==> src/rtl/bch8_pack_pkg.sv <==
package bch8_pack_pkg;
  localparam int BYTES_PER_SECT = 13;
  localparam int WORDS_PER_SECT = 4;
  localparam int IDX_W = 4;

  // word index feeding byte position idx of a sector
  function automatic logic [1:0] word_of(input logic [IDX_W-1:0] idx);
    if (idx == 0)      return 2'd3;
    else if (idx <= 4) return 2'd2;
    else if (idx <= 8) return 2'd1;
    else               return 2'd0;
  endfunction

  // byte lane (0 = bits 7:0) inside the selected word
  function automatic logic [1:0] lane_of(input logic [IDX_W-1:0] idx);
    logic [IDX_W-1:0] k;
    k = idx - 1'b1;
    if (idx == 0) return 2'd0;
    else          return 2'd3 - k[1:0];
  endfunction

  // constant that turns an erased-sector remainder into all ones
  function automatic logic [7:0] mask_of(input logic [IDX_W-1:0] idx);
    case (idx)
      4'd0:    return 8'hEF;
      4'd1:    return 8'h51;
      4'd2:    return 8'h2E;
      4'd3:    return 8'h09;
      4'd4:    return 8'hED;
      4'd5:    return 8'h93;
      4'd6:    return 8'h9A;
      4'd7:    return 8'hC2;
      4'd8:    return 8'h97;
      4'd9:    return 8'h79;
      4'd10:   return 8'hE5;
      4'd11:   return 8'h24;
      default: return 8'hB5;
    endcase
  endfunction

  function automatic logic [7:0] pick_lane(input logic [31:0] w, input logic [1:0] lane);
    return 8'(w >> {lane, 3'b000});
  endfunction
endpackage

==> src/rtl/bch8_pack_seq.sv <==
module bch8_pack_seq
  import bch8_pack_pkg::*;
#(
  parameter int SECT_W = 3
) (
  input  logic              clk,
  input  logic              rst_n,
  input  logic              start,
  input  logic [SECT_W-1:0] sect_cnt_m1,
  input  logic              ready,
  output logic              valid,
  output logic [SECT_W-1:0] sect,
  output logic [IDX_W-1:0]  idx,
  output logic              last,
  output logic              beat,
  output logic              eng_clear
);
  logic [SECT_W-1:0] last_sect;
  logic              sect_end;
  logic              final_sect;

  assign sect_end   = (idx == IDX_W'(BYTES_PER_SECT - 1));
  assign final_sect = (sect == last_sect);
  assign beat       = valid & ready;
  assign last       = valid & sect_end & final_sect;

  always_ff @(posedge clk or negedge rst_n) begin
    if (!rst_n) begin
      valid     <= 1'b0;
      sect      <= '0;
      idx       <= '0;
      last_sect <= '0;
      eng_clear <= 1'b0;
    end else begin
      eng_clear <= 1'b0;
      if (!valid) begin
        if (start) begin
          valid     <= 1'b1;
          sect      <= '0;
          idx       <= '0;
          last_sect <= sect_cnt_m1;
        end
      end else if (ready) begin
        if (sect_end) begin
          idx <= '0;
          if (final_sect) begin
            valid     <= 1'b0;
            eng_clear <= 1'b1;
          end else begin
            sect <= sect + 1'b1;
          end
        end else begin
          idx <= idx + 1'b1;
        end
      end
    end
  end
endmodule

==> src/rtl/bch8_pack_lane.sv <==
module bch8_pack_lane
  import bch8_pack_pkg::*;
(
  input  logic [IDX_W-1:0] idx,
  input  logic [31:0]      word,
  output logic [1:0]       word_sel,
  output logic [7:0]       byte_out
);
  assign word_sel = word_of(idx);
  assign byte_out = pick_lane(word, lane_of(idx)) ^ mask_of(idx);
endmodule

==> src/rtl/bch8_ecc_packer.sv <==
module bch8_ecc_packer
  import bch8_pack_pkg::*;
#(
  parameter int MAX_SECT = 8,
  localparam int SECT_W = $clog2(MAX_SECT),
  localparam int ADDR_W = SECT_W + $clog2(WORDS_PER_SECT)
) (
  input  logic              clk,
  input  logic              rst_n,
  input  logic              start,
  input  logic [SECT_W-1:0] sect_cnt_m1,
  output logic [ADDR_W-1:0] rd_addr,
  input  logic [31:0]       rd_data,
  output logic [7:0]        out_data,
  output logic              out_valid,
  input  logic              out_ready,
  output logic              out_last,
  output logic              eng_clear
);
  logic [SECT_W-1:0] sect;
  logic [IDX_W-1:0]  idx;
  logic [1:0]        word_sel;
  logic              beat;

  bch8_pack_seq #(.SECT_W(SECT_W)) u_seq (
    .clk(clk), .rst_n(rst_n), .start(start), .sect_cnt_m1(sect_cnt_m1),
    .ready(out_ready), .valid(out_valid), .sect(sect), .idx(idx),
    .last(out_last), .beat(beat), .eng_clear(eng_clear)
  );

  bch8_pack_lane u_lane (
    .idx(idx), .word(rd_data), .word_sel(word_sel), .byte_out(out_data)
  );

  assign rd_addr = {sect, word_sel};
endmodule

==> config.mk <==
export PLATFORM = sky130hd
export DESIGN_NAME = bch8_ecc_packer
export DESIGN_NICKNAME = d
export VERILOG_FILES = /design/src/rtl/bch8_pack_pkg.sv /design/src/rtl/bch8_pack_seq.sv /design/src/rtl/bch8_pack_lane.sv /design/src/rtl/bch8_ecc_packer.sv
export SDC_FILE = /design/constraint.sdc
export NUM_CORES = 1
export LEC_CHECK = 0
export BUFFER_PORTS_ARGS = -buffer_cell sky130_fd_sc_hd__buf_4
export CORE_MARGIN = 2
export CORE_UTILIZATION = 49
export CTS_BUF_LIST = sky130_fd_sc_hd__clkbuf_4 sky130_fd_sc_hd__clkbuf_8
export DETAILED_ROUTE_END_ITERATION = 8
export PLACE_DENSITY = 0.9
export SLEW_MARGIN = 30
export SYNTH_ARGS = -nofsm -noshare
export SYNTH_HDL_FRONTEND = slang
export SYNTH_SLANG_ARGS = --single-unit
==> constraint.sdc <==
create_clock -name clk -period 2.6 [get_ports clk]
set_input_delay 0.13 -clock clk [delete_from_list [all_inputs] [get_ports clk]]
set_output_delay 0.13 -clock clk [all_outputs]
set_load 0.01 [all_outputs]
* Yosys cells after proc, flatten, opt, wreduce, memory -nomap -nowiden *
Memories as Yosys holds them, arrays and structs flattened.
Cells that the tools add are included.

storage, ports and cells
  logic and storage cells = 49
  memories kept = 1
  input port bits = 39
  memory bits (read-only) = 128
  output and inout port bits = 16
  register bits = 12

cells by class
  magnitude comparators = 2
  shift-type cells = 1
  multiplexer cells = 22
  reduce and logical (&&, ||, !) cells = 5
  $add $sub $neg = 4
  equal/unequal tests = 5
  bitwise logic cells = 4

memories
  memory            words  width  rd ports  clocked after memory_dff  wr ports  line                 RTL
  (name not given)  16     8      1         0                         0         bch8_pack_pkg.sv:24  case (idx)

operator list
  cell                                                                              count
  32-bit by 5-bit right shift with 8-bit output                                     1
  4-bit 2-to-1 mux                                                                  4
  3-bit 2-to-1 mux                                                                  5
  1-bit 2-to-1 mux                                                                  10
  8-bit bitwise XOR                                                                 1
  2-bit 2-to-1 mux                                                                  3
  2-bit inequality test, second input constant                                      3
  4-bit by 1-bit adder with 4-bit output, second input constant                     1
  4-bit equality test, second input constant                                        1
  4-bit by 3-bit less-or-equal comparator with 1-bit output, second input constant  1
  4-bit less-or-equal comparator, second input constant                             1
  4-bit zero test                                                                   1
  2-bit AND reduction                                                               2
  4-bit AND reduction                                                               1
  3-bit by 1-bit adder with 3-bit output, second input constant                     1
  3-bit equality test                                                               1
  1-bit AND                                                                         2
  2-bit nonzero test                                                                1
  2-bit by 1-bit subtractor with 2-bit output, second input constant                1
  2-bit subtractor, first input constant                                            1
  1-bit inverter                                                                    1

* Depth between registers and ports, before layout *
Gate-level depths: netlist (run 1).

  depth in word-level cells = 5
  mapped depth = 10
  mapped depth without buffers = 6

* Modules after synthesis *
From an unflattened synthesis (run 1), not the netlist that was laid out.

second synthesis, totals
  cell total of the unflattened synthesis = 160
  area, all modules = 1333.8 um^2

by module, submodules not included
  module          cells each  area an instance (um^2)  times used  seq. area each (um^2)
  bch8_pack_lane  93          691.9                    1           0.0
  bch8_pack_seq   67          641.9                    1           300.3

* Worst setup path before layout (run 1) *
Ideal clock, no wire load.

  path kind = flip-flop to output port
  start = reg u_seq.idx[0]
  end = out out_data[5]
  path buffers = 4
  stages on the path, launching flop included = 11
  slack = 0.122 ns
  arrival time = 2.348 ns
  cell sequence = dfrtp_1 buf_2 inv_1 buf_2 ha_1 or3b_1 buf_6 and2_4 buf_6 a22o_1 xnor2_1

between the ends
  word-level cells in the longest chain between the ends = 5

RTL lines
  element                                        line                   RTL
  from (decl)                                    bch8_pack_seq.sv:13    output logic [IDX_W-1:0] idx,
  from (signal assigned)                         bch8_pack_seq.sv:53    idx <= idx + 1'b1;
  2-bit by 1-bit subtractor with 2-bit output    bch8_pack_pkg.sv:17    k = idx - 1'b1;
  2-bit subtractor                               bch8_pack_pkg.sv:19    else return 2'd3 - k[1:0];
  2-bit 2-to-1 mux                               bch8_pack_pkg.sv:18    if (idx == 0) return 2'd0;
  32-bit by 5-bit right shift with 8-bit output  bch8_pack_pkg.sv:42    return 8'(w >> {lane, 3'b000});
  8-bit bitwise XOR (*)                          bch8_pack_lane.sv:10   assign byte_out = pick_lane(word, lane_of(idx)) ^ mask_of(idx);
  to (decl)                                      bch8_ecc_packer.sv:14  output logic [7:0] out_data,

Mark *: on every way between the ends. The rest lies on a longest branch, timed or not.

* Final worst setup path (run 1) *
  start = reg u_seq.idx[1]
  end = out out_data[1]

Same word-level chain as after synthesis.

==> results.yml, run 1 <==
cts:
  cts-root-buf: "clkbuf_4"
  htree_num_levels: 1
  post_cts_buffers: 0
  clock-sinks: 12
  numCtsBuffers: 3
  cts_tree: "built"
  clk-insertion-delay-late_ns: 0.27
  clock_path_buffers: 2
  path_clk_slew_ns: 0.08
routing:
  remaining_drc_errors: 0
  drt-total-wl_um: 3370
  top_layer: "met4"
  drt_iter0_drc: 15
  wl_met2_um: 1742
  vias: 1334
  firstDrtPassIters: 5
  via_per_inst: 5.558
  route.met3.wl_um: 241
  wl_per_cell_um: 14.04
  wl_met1_um: 1324
  postRouteAntennaNets: 0
job:
  max-cap-violations: 0
logic_synthesis:
  postSynthCellCount: 156
  synthesis.area_um2: 1259
  async_flop_share_pct: 100.0
  synth.distinct_cells: 33
  synth_edf_count: 0
  synth_area_leaders: "dfrtp_1 (24%), ha_1 (8.0%), xnor2_1 (7.7%)"
  ys_ff_latch: 12
  avgSynthCellArea_um2: 8.069
  synth_fp_nets: 203
  synth_area_leader_cell: "dfrtp_1"
  seq_area_frac_synth_pct: 23.86
  yosys-top-cells-count: "o21ai_0 (16), nand2_1 (15), dfrtp_1 (12), xnor2_1 (11), a21oi_1 (10)"
  ys_warn_count: 0
  synthFlopType: "dfrtp_1"
  synth_most_common_cell: "o21ai_0"
  synth_top_cell_area_share_pct: 23.86
timing:
  tightest_slew_ns: 0.4455
  fmax_mhz: 411.6
  finalSetupViolations: 0
  setup-tns-final_ns: 0
  relSlewSlack_pct: 70.24
  rsz0062_at_grt: "false"
  slew_violations: 0
  fin_crit_sh_pct: 93.45
  fin_crit_ns: 2.430
  hold_viol: 0
  finalClockSkew_ns: 0.005077
floorplanning:
  die-height_um: 54.69
  rows: 18
  die_width_um: 54.69
  core_area_um2: 2455
  dieArea_um2: 2990
  initial_core_util_pct: 51.27
  io_pins: 55
place:
  post_dp_cell_area_um2: 1687
  globalplace.congestion: 0.9102
  dpl.hpwl_um: 2635
  port_buffers: 54
finish:
  areaGrowthSynthToFinish_pct: 37.87
  drive_above_1_share_pct: 33.33
  finalNetCount: 258
  n_antenna_cell: 0
  fillerInstances: 196
  design_area_um2: 1735
setup_path:
  path_class: "flop to output pin"
  end_kind: "output pin"
  critPathMaxStageDelay_ns: 0.48
  r2r_end: "u_seq.sect[2]$_DFFE_PN0P_"
  worstPathArrival_ns: 2.30
  required_ns: 2.47
  path_cells: "inv_1 -> ha_1 -> or3b_4 -> and2_4 -> a22o_1 -> xnor2_1 -> buf_4"
  ff2ff_setup_slack_ns: 0.50
  timing.rr.start: "u_seq.idx[1]$_DFFE_PN0P_"
  startpoint_type: "flop"
  crit_fanout: 9
  ff2ff_path_depth: 7
  crit_slowest_cell: "dfrtp_1"
global_route:
  grt_pass1_wl_um: 5292
  grt_pass1_vias: 1296
  grt_antenna_before_repair: 0
  overflow: 0
  grt_max_degree: 22
  grt.total_usage_pct: 24.37
min_path:
  hold_class: "input pin to flop"
  hp-start: "start"
  hold_depth: 2
  whs_endpoint: "u_seq.idx[0]$_DFFE_PN0P_"
power_and_ir_drop:
  power.leakage_nw: 0.8748
  ir_drop_v: 0.0009172
  power.density_nw_per_um2: 1246
run_status:
  outcome: "finished, final reports clean"
-- how the worst max path moves through the flow --
| stage | endpoint | cells after the start | start |
|---|---|---|---|
| 2_1_floorplan | out_data[5] | 10 | u_seq.idx[0]$_DFFE_PN0P_ |
| 6_report | out_data[1] | 7 | u_seq.idx[1]$_DFFE_PN0P_ |
| 4_1_cts | out_data[4] | 7 | u_seq.idx[1]$_DFFE_PN0P_ |
| 3_3_place_gp | out_data[2] | 7 | u_seq.idx[1]$_DFFE_PN0P_ |
| 5_1_grt | out_data[0] | 7 | u_seq.idx[1]$_DFFE_PN0P_ |
| 3_5_place_dp | out_data[4] | 7 | u_seq.idx[1]$_DFFE_PN0P_ |
-- timing repair --
action | 4_1_cts | 5_1_grt
resized for setup | 0 | 1
setup endpoints to repair | 0 | 8
hold buffers | 1 | 0
endpoints found under the hold margin | 12 | 0
-- sequential cells by signal, summed over array words and instances (netlist names) --
| name | cells |
|---|---|
| u_seq.valid | 1 |
| u_seq.eng_clear | 1 |
| u_seq.idx | 4 |
| u_seq.last_sect | 3 |
| u_seq.sect | 3 |
-- per-layer routing --
metal	up-vias	GRT usage (%)
li1	667	-
met1	595	24.07
met2	64	48.41
met3	8	2.732
met4	0	12.50
met5	-	0
-- worst max-delay path: cells and delay by family, from the launching register on --
family	cells	cell delay, ns
buffers and inverters	2	0.32
adders and majority gates	1	0.19
xor gates and xnor gates	1	0.16
DFF	1	0.48
and+or+nand+nor	2	0.65
AOI/OAI and AO/OA	1	0.22
-- cells in the final DEF (no fill, tap or decap), types with 2 or more instances in the layout --
cell type	count
inv_1	7
o21ai_0	16
nand3_1	3
mux2i_1	9
a21o_1	8
a22o_1	6
nor3_1	2
dfrtp_1	12
nor2_1	7
xnor2_1	11
a21oi_1	10
clkbuf_4	3
nand2_1	15
a211oi_1	2
a22oi_1	4
o22ai_1	3
mux2_2	3
ha_1	8
nand3b_1	2
buf_4	60
o31ai_1	2
nor2b_1	5
-- per-stage QoR --
step                setup slack [ns]  power, mW  hold slack, ns  cells  utilization, %
finish                        0.1702      2.163         0.06605    240           70.69
floorplan                     0.1218      1.416         -0.1656    156               -
global route                 0.01369      2.376         0.05866    240           70.69
global placement              0.4661      1.957        -0.02744    235           68.71
detailed placement            0.3651      2.018        -0.02138    235           68.71
CTS                          0.07353      2.170         0.05991    240           70.59
-- cells by family after synthesis --
kind of cell / synth area share [%]
XOR/XNOR: 7.654
multiplexers: 9.841
AND/OR/NAND/NOR: 17.00
flip-flops: 23.86
AO/OA/AOI/OAI: 26.84
adder cells (fa/ha/maj): 7.953
buffers and inverters: 6.859
-- layout make-up --
type                    instances  area, um2  share of cell area (%)
clock buffers                   4      36.28                   2.091
multi-input cells             126      874.6                   50.40
flip-flops and latches         12      300.3                   17.30
repair buffers                 61      460.4                   26.53
well taps                      30      37.54                   2.163
inverters                       7      26.28                   1.514
-- power by group --
group / internal (mW) / switching (mW) / leakage, nW
Combinational: 0.869 / 0.854 / 0.703
Clock: 0.0850 / 0.0601 / 0.0210
Sequential: 0.230 / 0.0639 / 0.150
Total: 1.18 / 0.978 / 0.875
No activity file was read; power rests on OpenSTA's default activity.
==> run 2, diff against run 1 <==
Settings changed: MAX_ROUTING_LAYER from default to met4.
==> results.yml, run 2 (synthesis results as in run 1) <==
floorplanning:
  die_width_um: 54.69
  io_pins: 55
  core_area_um2: 2455
  dieArea_um2: 2990
  initial_core_util_pct: 51.27
  die-height_um: 54.69
  rows: 18
place:
  dp_cells: 235
  port_buffers: 54
  post_dp_cell_area_um2: 1687
  dpl.hpwl_um: 2635
  globalplace.congestion: 0.9259
cts:
  clock_path_buffers: 2
  cts-root-buf: "clkbuf_4"
  cts_tree: "built"
  clock-sinks: 12
  numCtsBuffers: 3
  post_cts_buffers: 0
  path_clk_slew_ns: 0.08
  htree_num_levels: 1
  clk-insertion-delay-late_ns: 0.27
timing:
  slew_violations: 0
  relSlewSlack_pct: 70.24
  finalSetupViolations: 0
  rsz0062_at_grt: "false"
  fin_crit_sh_pct: 93.45
  setup-tns-final_ns: 0
  fmax_mhz: 411.6
  hold_viol: 0
  finalClockSkew_ns: 0.005077
  fin_crit_ns: 2.430
  tightest_slew_ns: 0.4455
global_route:
  grt_antenna_before_repair: 0
  grt_pass1_wl_um: 5292
  grt_max_degree: 22
  grt_pass1_vias: 1295
  grt.total_usage_pct: 25.06
  overflow: 0
finish:
  top_regs: "u_seq.idx x4, u_seq.last_sect x3, u_seq.sect x3"
  drive_above_1_share_pct: 33.33
  n_antenna_cell: 0
  largest_register: "u_seq.idx"
  final_cell_mix: "buf_4 (60), o21ai_0 (16), nand2_1 (15), dfrtp_1 (12), xnor2_1 (11)"
  design_area_um2: 1735
  layout_commonest_cell: "buf_4"
  largest_reg_flops: 4
  areaGrowthSynthToFinish_pct: 37.87
  stdcell_count: 240
  finalNetCount: 258
power_and_ir_drop:
  p_switching_mw: 0.9783
  power_mw: 2.163
  power.leakage_nw: 0.8748
  p_sw_share_pct: 45.24
  p_comb_share_pct: 79.7
  clkPwrFrac_pct: 6.7
  p_seq_share_pct: 13.6
  power.density_nw_per_um2: 1246
  internal-power_mw: 1.184
  ir_drop_v: 0.0009172
job:
  max-cap-violations: 0
run_status:
  outcome: "finished, final reports clean"
min_path:
  hold_class: "input pin to flop"
  hp-start: "start"
  hold_depth: 2
  whs_endpoint: "u_seq.idx[0]$_DFFE_PN0P_"
setup_path:
  path_cells: "inv_1 -> ha_1 -> or3b_4 -> and2_4 -> a22o_1 -> xnor2_1 -> buf_4"
  r2r_end: "u_seq.sect[2]$_DFFE_PN0P_"
  ff2ff_setup_slack_ns: 0.50
  crit_fanout: 9
  worstPathArrival_ns: 2.30
  timing.rr.start: "u_seq.idx[1]$_DFFE_PN0P_"
  required_ns: 2.47
  crit_slowest_cell: "dfrtp_1"
  path_class: "flop to output pin"
  end_kind: "output pin"
  ff2ff_path_depth: 7
  startpoint_type: "flop"
  critPathMaxStageDelay_ns: 0.48
routing:
  vias: 1336
  remaining_drc_errors: 0
  via_per_inst: 5.567
  postRouteAntennaNets: 0
  wl_per_cell_um: 14.04
  firstDrtPassIters: 5
  drt_iter0_drc: 15
  drt-total-wl_um: 3370
run 2: layout make-up:
cell class,count,area (um2)
Fill cell,196,719.4
Timing Repair Buffer,61,460.4
Tap cell,30,37.54
Sequential cell,12,300.3
Clock buffer,4,36.28
Inverter,7,26.28
Multi-Input combinational cell,126,874.6
run 2: repair_timing:
item,CTS,global route
endpoints found under the hold margin,12,0
resized for setup,0,1
hold buffers,1,0
setup endpoints to repair,0,8
run 2: how the worst max path moves through the flow:
stage                                        start     endpoint  slack (ns)  cells past startpoint
after CTS                 u_seq.idx[1]$_DFFE_PN0P_  out_data[4]        0.07                      7
after floorplan           u_seq.idx[0]$_DFFE_PN0P_  out_data[5]        0.12                     10
after detailed placement  u_seq.idx[1]$_DFFE_PN0P_  out_data[4]        0.37                      7
after global placement    u_seq.idx[1]$_DFFE_PN0P_  out_data[2]        0.47                      7
final                     u_seq.idx[1]$_DFFE_PN0P_  out_data[1]        0.17                      7
after global routing      u_seq.idx[1]$_DFFE_PN0P_  out_data[0]        0.01                      7
run 2: worst max-delay path, delay by kind of cell, from the launching register on:
family                     cells  cell delay, ns
xor gates and xnor gates       1            0.16
and+or+nand+nor                2            0.65
DFF                            1            0.48
buffers and inverters          2            0.32
adders and majority gates      1            0.19
AOI/OAI and AO/OA              1            0.22
run 2: metal layers:
layer | GRT usage, % | share of wire (%) | vias up
met5 | - | 0 | -
met4 | 12.50 | 1.8 | 0
met1 | 23.91 | 39 | 595
met2 | 48.61 | 52 | 66
met3 | 2.732 | 7.2 | 8
li1 | - | - | 667
run 2: per-stage QoR:
step | worst slack (ns) | utilization [%] | hold slack (ns)
CTS | 0.07353 | 70.59 | 0.05991
global route | 0.01369 | 70.69 | 0.05866
detailed placement | 0.3651 | 68.71 | -0.02138
floorplan | 0.1218 | - | -0.1656
global placement | 0.4661 | 68.71 | -0.02744
finish | 0.1702 | 70.69 | 0.06605
run 2: power by group through the flow:
stage          Sequential [mW]  Combinational (mW)  Clock (mW)
2_1_floorplan            0.286                1.13           0
3_3_place_gp             0.291                1.67           0
3_5_place_dp             0.296                1.72           0
4_1_cts                  0.292                1.73       0.149
5_1_grt                  0.303                1.91       0.160
6_report                 0.294                1.72       0.145
